===== src/rtl/async_rx_frame.sv =====
module async_rx_frame #(
  parameter int OSR = 16,
  parameter int DW  = 8
) (
  input  logic          clk,
  input  logic          rst_n,
  input  logic          tick_i,
  input  logic          rx_i,
  input  logic          pwr_en_i,
  input  logic          rx_en_i,
  input  logic [1:0]    par_mode_i,
  input  logic          rd_i,
  output logic [DW-1:0] data_o,
  output logic          valid_o,
  output logic          done_o,
  output logic          perr_o,
  output logic          ferr_o,
  output logic          oerr_o
);
  localparam int CW   = $clog2(OSR);
  localparam int BW   = $clog2(DW);
  localparam int HALF = OSR / 2;

  typedef enum logic [2:0] {S_IDLE, S_WAIT, S_START, S_DATA, S_PAR, S_STOP} st_t;

  st_t           st;
  logic          rx_m, rx_s, rx_d;
  logic [CW-1:0] cnt;
  logic [BW-1:0] bit_idx;
  logic [DW-1:0] shreg;
  logic          par_bad;
  logic          par_exp;

  wire active  = pwr_en_i & rx_en_i;
  wire fall    = rx_d & ~rx_s;
  wire mid_st  = tick_i && (cnt == CW'(HALF - 1));
  wire bit_end = tick_i && (cnt == CW'(OSR - 1));
  wire keep    = valid_o & ~rd_i;

  always_comb begin
    case (par_mode_i)
      2'd1:    par_exp = ^shreg;
      2'd2:    par_exp = ~^shreg;
      default: par_exp = 1'b0;
    endcase
  end

  always_ff @(posedge clk or negedge rst_n) begin
    if (!rst_n) begin
      rx_m <= 1'b0;
      rx_s <= 1'b0;
      rx_d <= 1'b0;
    end else begin
      rx_m <= rx_i;
      rx_s <= rx_m;
      rx_d <= rx_s;
    end
  end

  always_ff @(posedge clk or negedge rst_n) begin
    if (!rst_n) begin
      st      <= S_IDLE;
      cnt     <= '0;
      bit_idx <= '0;
      shreg   <= '0;
      par_bad <= 1'b0;
      data_o  <= '0;
      valid_o <= 1'b0;
      done_o  <= 1'b0;
      perr_o  <= 1'b0;
      ferr_o  <= 1'b0;
      oerr_o  <= 1'b0;
    end else begin
      done_o <= 1'b0;
      if (rd_i) begin
        valid_o <= 1'b0;
        perr_o  <= 1'b0;
        ferr_o  <= 1'b0;
        oerr_o  <= 1'b0;
      end
      if (!active) begin
        st <= S_IDLE;
      end else begin
        case (st)
          S_IDLE: st <= S_WAIT;
          S_WAIT: if (fall) begin
            st  <= S_START;
            cnt <= '0;
          end
          S_START: if (tick_i) begin
            if (mid_st) begin
              cnt     <= '0;
              bit_idx <= '0;
              par_bad <= 1'b0;
              st      <= rx_s ? S_WAIT : S_DATA;
            end else begin
              cnt <= cnt + 1'b1;
            end
          end
          S_DATA: if (tick_i) begin
            cnt <= cnt + 1'b1;
            if (bit_end) begin
              shreg <= {rx_s, shreg[DW-1:1]};
              if (bit_idx == BW'(DW - 1))
                st <= (par_mode_i == 2'd0) ? S_STOP : S_PAR;
              else
                bit_idx <= bit_idx + 1'b1;
            end
          end
          S_PAR: if (tick_i) begin
            cnt <= cnt + 1'b1;
            if (bit_end) begin
              par_bad <= (rx_s != par_exp);
              st      <= S_STOP;
            end
          end
          S_STOP: if (tick_i) begin
            cnt <= cnt + 1'b1;
            if (bit_end) begin
              done_o <= 1'b1;
              st     <= S_WAIT;
              if (keep) begin
                oerr_o <= 1'b1;
              end else begin
                data_o  <= shreg;
                valid_o <= 1'b1;
                perr_o  <= par_bad;
                ferr_o  <= ~rx_s;
              end
            end
          end
          default: st <= S_IDLE;
        endcase
      end
    end
  end

  a_r1_off_no_done: assert property (@(posedge clk) disable iff (!rst_n)
    !(pwr_en_i && rx_en_i) |=> !done_o);
  a_r4_done_single: assert property (@(posedge clk) disable iff (!rst_n)
    done_o |=> !done_o);
  a_r4_done_full: assert property (@(posedge clk) disable iff (!rst_n)
    done_o |-> valid_o);
  a_r7_overrun_keeps: assert property (@(posedge clk) disable iff (!rst_n)
    $rose(oerr_o) |-> $stable(data_o));
  a_r8_read_empties: assert property (@(posedge clk) disable iff (!rst_n)
    rd_i |=> (!valid_o || done_o));
  a_r8_read_flags: assert property (@(posedge clk) disable iff (!rst_n)
    rd_i |=> (!oerr_o && (!perr_o || done_o) && (!ferr_o || done_o)));
endmodule


===== config.mk =====
export PLATFORM = sky130hd
export DESIGN_NAME = async_rx_frame
export DESIGN_NICKNAME = d
export VERILOG_FILES = /design/src/rtl/async_rx_frame.sv
export SDC_FILE = /design/constraint.sdc
export NUM_CORES = 1
export LEC_CHECK = 0
export CORE_MARGIN = 8
export CORE_UTILIZATION = 55
export DETAILED_ROUTE_END_ITERATION = 10
export DONT_BUFFER_PORTS = 1
export PLACE_DENSITY = 0.7
export SLEW_MARGIN = 0
export SYNTH_ARGS = -nofsm -noshare
export SYNTH_HDL_FRONTEND = slang
export SYNTH_SLANG_ARGS = --single-unit

===== constraint.sdc =====
create_clock -name clk -period 2.05 [get_ports clk]
set_clock_uncertainty 0.05 [all_clocks]
set_input_delay 0.41 -clock clk [delete_from_list [all_inputs] [get_ports clk]]
set_output_delay 0.41 -clock clk [all_outputs]
set_load 0.01 [all_outputs]

* Word level (Yosys, flattened, before mapping) *
Index checks and enable logic that the tools add are counted.

operators by class
  $add $sub $neg = 2
  multipliers = 0
  divide/modulo/power cells = 0
  magnitude comparators = 0
  equal/unequal tests = 30
  shift-type cells = 0
  mux-type cells = 59
  bitwise operators = 6
  reductions and logical operators = 16

operators by type and width
  cell                                                 number
  two-way mux 3 bit                                    16
  two-way mux 1 bit                                    33
  inequality test 3 bit, second input constant         10
  case mux 3 bit (6 select lines)                      1
  two-way mux 4 bit                                    4
  inequality test 2 bit, second input constant         8
  case mux 4 bit (3 select lines)                      1
  AND reduction 10 bit                                 1
  AND reduction 5 bit                                  2
  equality test 3 bit, second input constant           3
  XNOR reduction 8 bit                                 1
  parity 8 bit                                         1
  AND reduction 7 bit                                  1
  equality test 3 x 2 -> 1 bit, second input constant  2
  case mux 3 bit (2 select lines)                      1
  AND reduction 6 bit                                  1
  adder 4 x 1 -> 4 bit, second input constant          1
  equality test 4 x 3 -> 1 bit, second input constant  1
  equality test 4 bit, second input constant           1
  case mux 1 bit (2 select lines)                      2
  AND reduction 4 bit                                  1
  nonzero test 2 bit                                   2
  adder 3 x 1 -> 3 bit, second input constant          1
  bitwise AND 1 bit                                    3
  12 further kinds                                     15

storage, ports and cells
  flip-flop bits (word level) = 35
  bits in latches = 0
  memory bits (writable) = 0
  ROM bits = 0
  input bits = 9
  output and inout bits = 13
  memories = 0

* Longest topological paths before layout *
  depth in word-level cells = 7
  gate-level depth with buffers = 8
  depth with buffers taken out = 7

* Worst setup path before layout *
OpenSTA, ideal clock, no wires.

  path type = register to register
  from = register cnt[0]
  to = register data_o[0]
  setup time = 0.125 ns
  arrival time = 1.646 ns
  setup slack = 0.229 ns
  stages on the path, launching flop included = 8
  cell sequence = dfrtp_1 -> ha_1 -> and3_2 -> nand3_2 -> nor3_1 -> nand2_1 -> buf_2 -> mux2_2

between the ends
  longest elaborated chain between the ends = 3

ends and longest elaborated chain
  item                                  line  source
  from (decl)                           28    logic [CW-1:0] cnt;
  from (signal assigned)                97    cnt <= cnt + 1'b1;
  from (signal assigned)                101   cnt <= cnt + 1'b1;
  from (signal assigned)                111   cnt <= cnt + 1'b1;
  equality test 4 bit                   37    wire bit_end = tick_i && (cnt == CW'(OSR - 1));
  logical AND 1 bit                     37
  AND reduction 5 bit (no source line)  n/a
  to (signal assigned)                  125   data_o <= shreg;
  to (decl)                             13    output logic [DW-1:0] data_o,

Every way passes these cells.
A chain may end at the register's enable or synchronous reset.

* Worst setup path in the final report *
  from = register cnt[0]
  to = register bit_idx[0]

between the ends
  longest elaborated chain between the ends = 4

ends and longest elaborated chain
  item                                                                        line    source
  equality test 4 bit / equality test 4 x 3 -> 1 bit (equally long branches)  37, 36
  logical AND 1 bit, on equally long branches                                 37, 36
  inequality test 2 bit (no source line)                                      n/a
  AND reduction 7 bit (no source line) (*)                                    n/a
  to (signal assigned)                                                        107     bit_idx <= bit_idx + 1'b1;
  to (decl)                                                                   29      logic [BW-1:0] bit_idx;

Every way passes the cells marked *; elsewhere a longest branch is shown, timed or not.

==> results.yml <==
synthesis:
  synth-edff-count: 0
  synthesis.nets: 163
  synthCells: 151
  synth_top_area_cell: "dfrtp_1"
  synthesis.area_mm2: 0.00170
  ys_warn_count: 0
  avgSynthCellArea_um2: 11.3
  ys_types: 35
  synth-seq-cells: 35
  ys.flop_type: "dfrtp_1"
  seq_area_frac_synth_pct: 51.5
  async_flop_share_pct: 100
  synth_area_leaders: "dfrtp_1, mux2_2, nand2_1, xnor2_1, o21ai_0"
  synth.top_cell.area_share_pct: 51.5
routing:
  avgRoutedWirePerCell_um: 16.6
  topRoutingLayerUsed: "met4"
  viasPerCell: 5.89
  vias: 1160
  wirelength_mm: 3.26
  dr_wl_met2_mm: 1.65
  wl_met3_um: 227
  drtIter0Drc: 84
  drc: 0
  dr.pass1.iters: 4
  wl_met1_mm: 1.32
  route.antenna.remaining_nets: 0
setup_path:
  path_cells: "ha_1 > and3_2 > nand3_2 > or3_4 > mux2_2"
  slowest_stage: "or3_4"
  reg2reg_depth: 5
  required_ns: 2.23
  endpoint_kind: "flop"
  critPathTopFamily: "simple AND/OR/NAND/NOR gates"
  reg2reg_to: "bit_idx[0]$_DFFE_PN0P_"
  cp-start-kind: "flop"
  slowest_delay_ns: 0.46
  worst-path-buf-inv: 0
  cp_max_fo: 6
  worstPathArrival_ns: 2.12
  r2r-start: "cnt[0]$_DFFE_PN0P_"
  r2r_slack_ns: 0.11
  critical_path_class: "flop to flop"
power:
  p_seq_share_pct: 62.8
  vdd_ir_drop_max_mv: 0.508
  sw_frac_of_total_pct: 23.9
  leakage_nw: 0.869
  clkPwrFrac_pct: 31.8
  p_sw_mw: 0.268
  share_comb_of_total_power_pct: 5.4
  p_per_area_mw_per_mm2: 602
  p_int_mw: 0.853
  p_total_mw: 1.12
finish:
  n_antenna_cell: 0
  fill_cells: 246
  syn2layout_area_growth_pct: 9.41
  fin_nets: 175
  mostFrequentLayoutCell: "dfrtp_1"
  drive_above_1_share_pct: 26.2
  layout_common_cells: "dfrtp_1, nand2_1, mux2_2"
  fin_area_mm2: 0.00186
  fin_util_pct: 62.0
cts:
  cts_buffers: 5
  cts_sinks: 35
  insertion_delay_ns: 0.34
  cts_max_level: 2
  clockBufferDepth: 2
  cts_tree: "built"
  clockRootBuffer: "clkbuf_4"
  path_clk_slew_ns: 0.10
die:
  dieArea_mm2: 0.00513
  rows: 20
  io_pins: 22
  core-area_mm2: 0.00300
  die_w_um: 71.6
  start_util_pct: 56.7
  chipHeight_um: 71.6
placement:
  dp_hpwl_mm: 2.43
  portBuffers: 0
  gp_congestion: 0.963
  post_dp_cell_area_mm2: 0.00174
  dpl_worst_slack_ns: 0.00830
timing:
  hold_viol_final: 0
  finalSetupViolations: 0
  setup_tns_ns: 0
  slew_viol_final: 0
  worst_pin_slew_ns: 0.389
  slew_headroom_pct: 73.4
  finalCritPeriodShare_pct: 94.8
  period_needed_ns: 1.94
  rsz0062_at_grt: "no"
  setup_slack_ns: 0.107
  clock.fmax_mhz: 515
outcome:
  status: "completed"
min_path:
  hp-class: "input pin to flop"
  whs_endpoint: "rx_m$_DFF_PN0_"
  hp-start: "rx_i"
  min_path_cells: 0
global_routing:
  grt_pass1_vias: 1208
  antenna_found_initial: 0
  grt_pass1_wl_mm: 5.58
  gr-total-overflow: 0
  track_usage_pct: 14.0
  grt_max_degree: 36
run:
  max_cap_violations: 0
-- state kept, by name, indices dropped and copies added (netlist names) --
signal / cells
par_bad: 1
cnt: 4
data_o: 8
st: 3
valid_o: 1
rx_s: 1
done_o: 1
rx_d: 1
oerr_o: 1
bit_idx: 3
perr_o: 1
ferr_o: 1
shreg: 8
rx_m: 1
-- metal layers --
layer	up-vias	track usage [%]
met4	0	6.58
met2	28	23.0
met3	7	6.00
met5	-	0
met1	567	15.3
li1	558	-
-- final cells by class --
cell class / instances / area, um^2 / share of cell area, %
clock buffers: 6 / 41.3 / 2.22
inverters: 2 / 7.51 / 0.403
flip-flops and latches: 35 / 876 / 47.0
repair buffers: 9 / 95.1 / 5.11
multi-input cells: 110 / 788 / 42.3
clock inverters: 2 / 12.5 / 0.672
well taps: 33 / 41.3 / 2.22
-- per-stage QoR --
step | std cells | hold slack, ns
6_report | 197 | 0.0386
5_1_grt | 197 | 0.00755
4_1_cts | 195 | 0.0248
3_5_place_dp | 185 | 0.0658
3_3_place_gp | 185 | 0.0655
2_1_floorplan | 151 | 0.0644
-- cells in the mapped netlist, types with 2 or more instances --
| library cell | number |
|---|---|
| or2b_2 | 2 |
| nand2b_1 | 3 |
| nor2b_1 | 3 |
| nor2_1 | 8 |
| nor3_1 | 6 |
| o21ai_0 | 8 |
| xnor2_1 | 8 |
| buf_2 | 2 |
| mux2_2 | 18 |
| clkbuf_8 | 2 |
| o31ai_1 | 2 |
| o22ai_1 | 2 |
| nand2_1 | 19 |
| a21o_1 | 2 |
| nand3_1 | 6 |
| ha_1 | 3 |
| inv_1 | 2 |
| a21oi_1 | 3 |
| dfrtp_1 | 35 |
| nand3b_1 | 2 |
-- worst max-delay path by stage --
| stage | from | end | slack, ns | cells after the start |
|---|---|---|---|---|
| 6_report | cnt[0]$_DFFE_PN0P_ | bit_idx[0]$_DFFE_PN0P_ | 0.11 | 5 |
| 5_1_grt | cnt[0]$_DFFE_PN0P_ | bit_idx[0]$_DFFE_PN0P_ | 0.03 | 5 |
| 4_1_cts | cnt[0]$_DFFE_PN0P_ | shreg[6]$_DFFE_PN0P_ | 0.04 | 5 |
| 3_5_place_dp | cnt[0]$_DFFE_PN0P_ | data_o[4]$_DFFE_PN0P_ | 0.008 | 6 |
| 3_3_place_gp | cnt[0]$_DFFE_PN0P_ | data_o[3]$_DFFE_PN0P_ | 0.08 | 6 |
| 2_1_floorplan | cnt[0]$_DFFE_PN0P_ | data_o[0]$_DFFE_PN0P_ | 0.23 | 7 |
-- power groups by stage --
stage	Combinational, mW	Sequential, mW	Clock, mW
after detailed placement	0.0404	0.718	0
after CTS	0.0607	0.704	0.374
final	0.0600	0.704	0.357
after global routing	0.0684	0.705	0.400
after floorplan	0.0344	0.716	0
after global placement	0.0391	0.717	0
-- kinds of logic after synthesis --
logic type,after synthesis,synth area share [%]
AOI/OAI and AO/OA,23,9.04
xor gates and xnor gates,8,4.12
adders and majority gates,3,2.21
buffers and inverters,7,3.09
DFF,35,51.5
muxes,19,12.5
and+or+nand+nor,56,17.6
-- timing repair --
item | 4_1_cts | 5_1_grt
endpoints found under the hold margin | 35 | 0
pin swaps | 0 | 2
gates cloned | 0 | 1
buffers inserted | 0 | 1
hold buffers | 2 | 0
resized for setup | 1 | 2
endpoints found under the setup margin | 1 | 17
No activity file was read; power rests on OpenSTA's default activity.
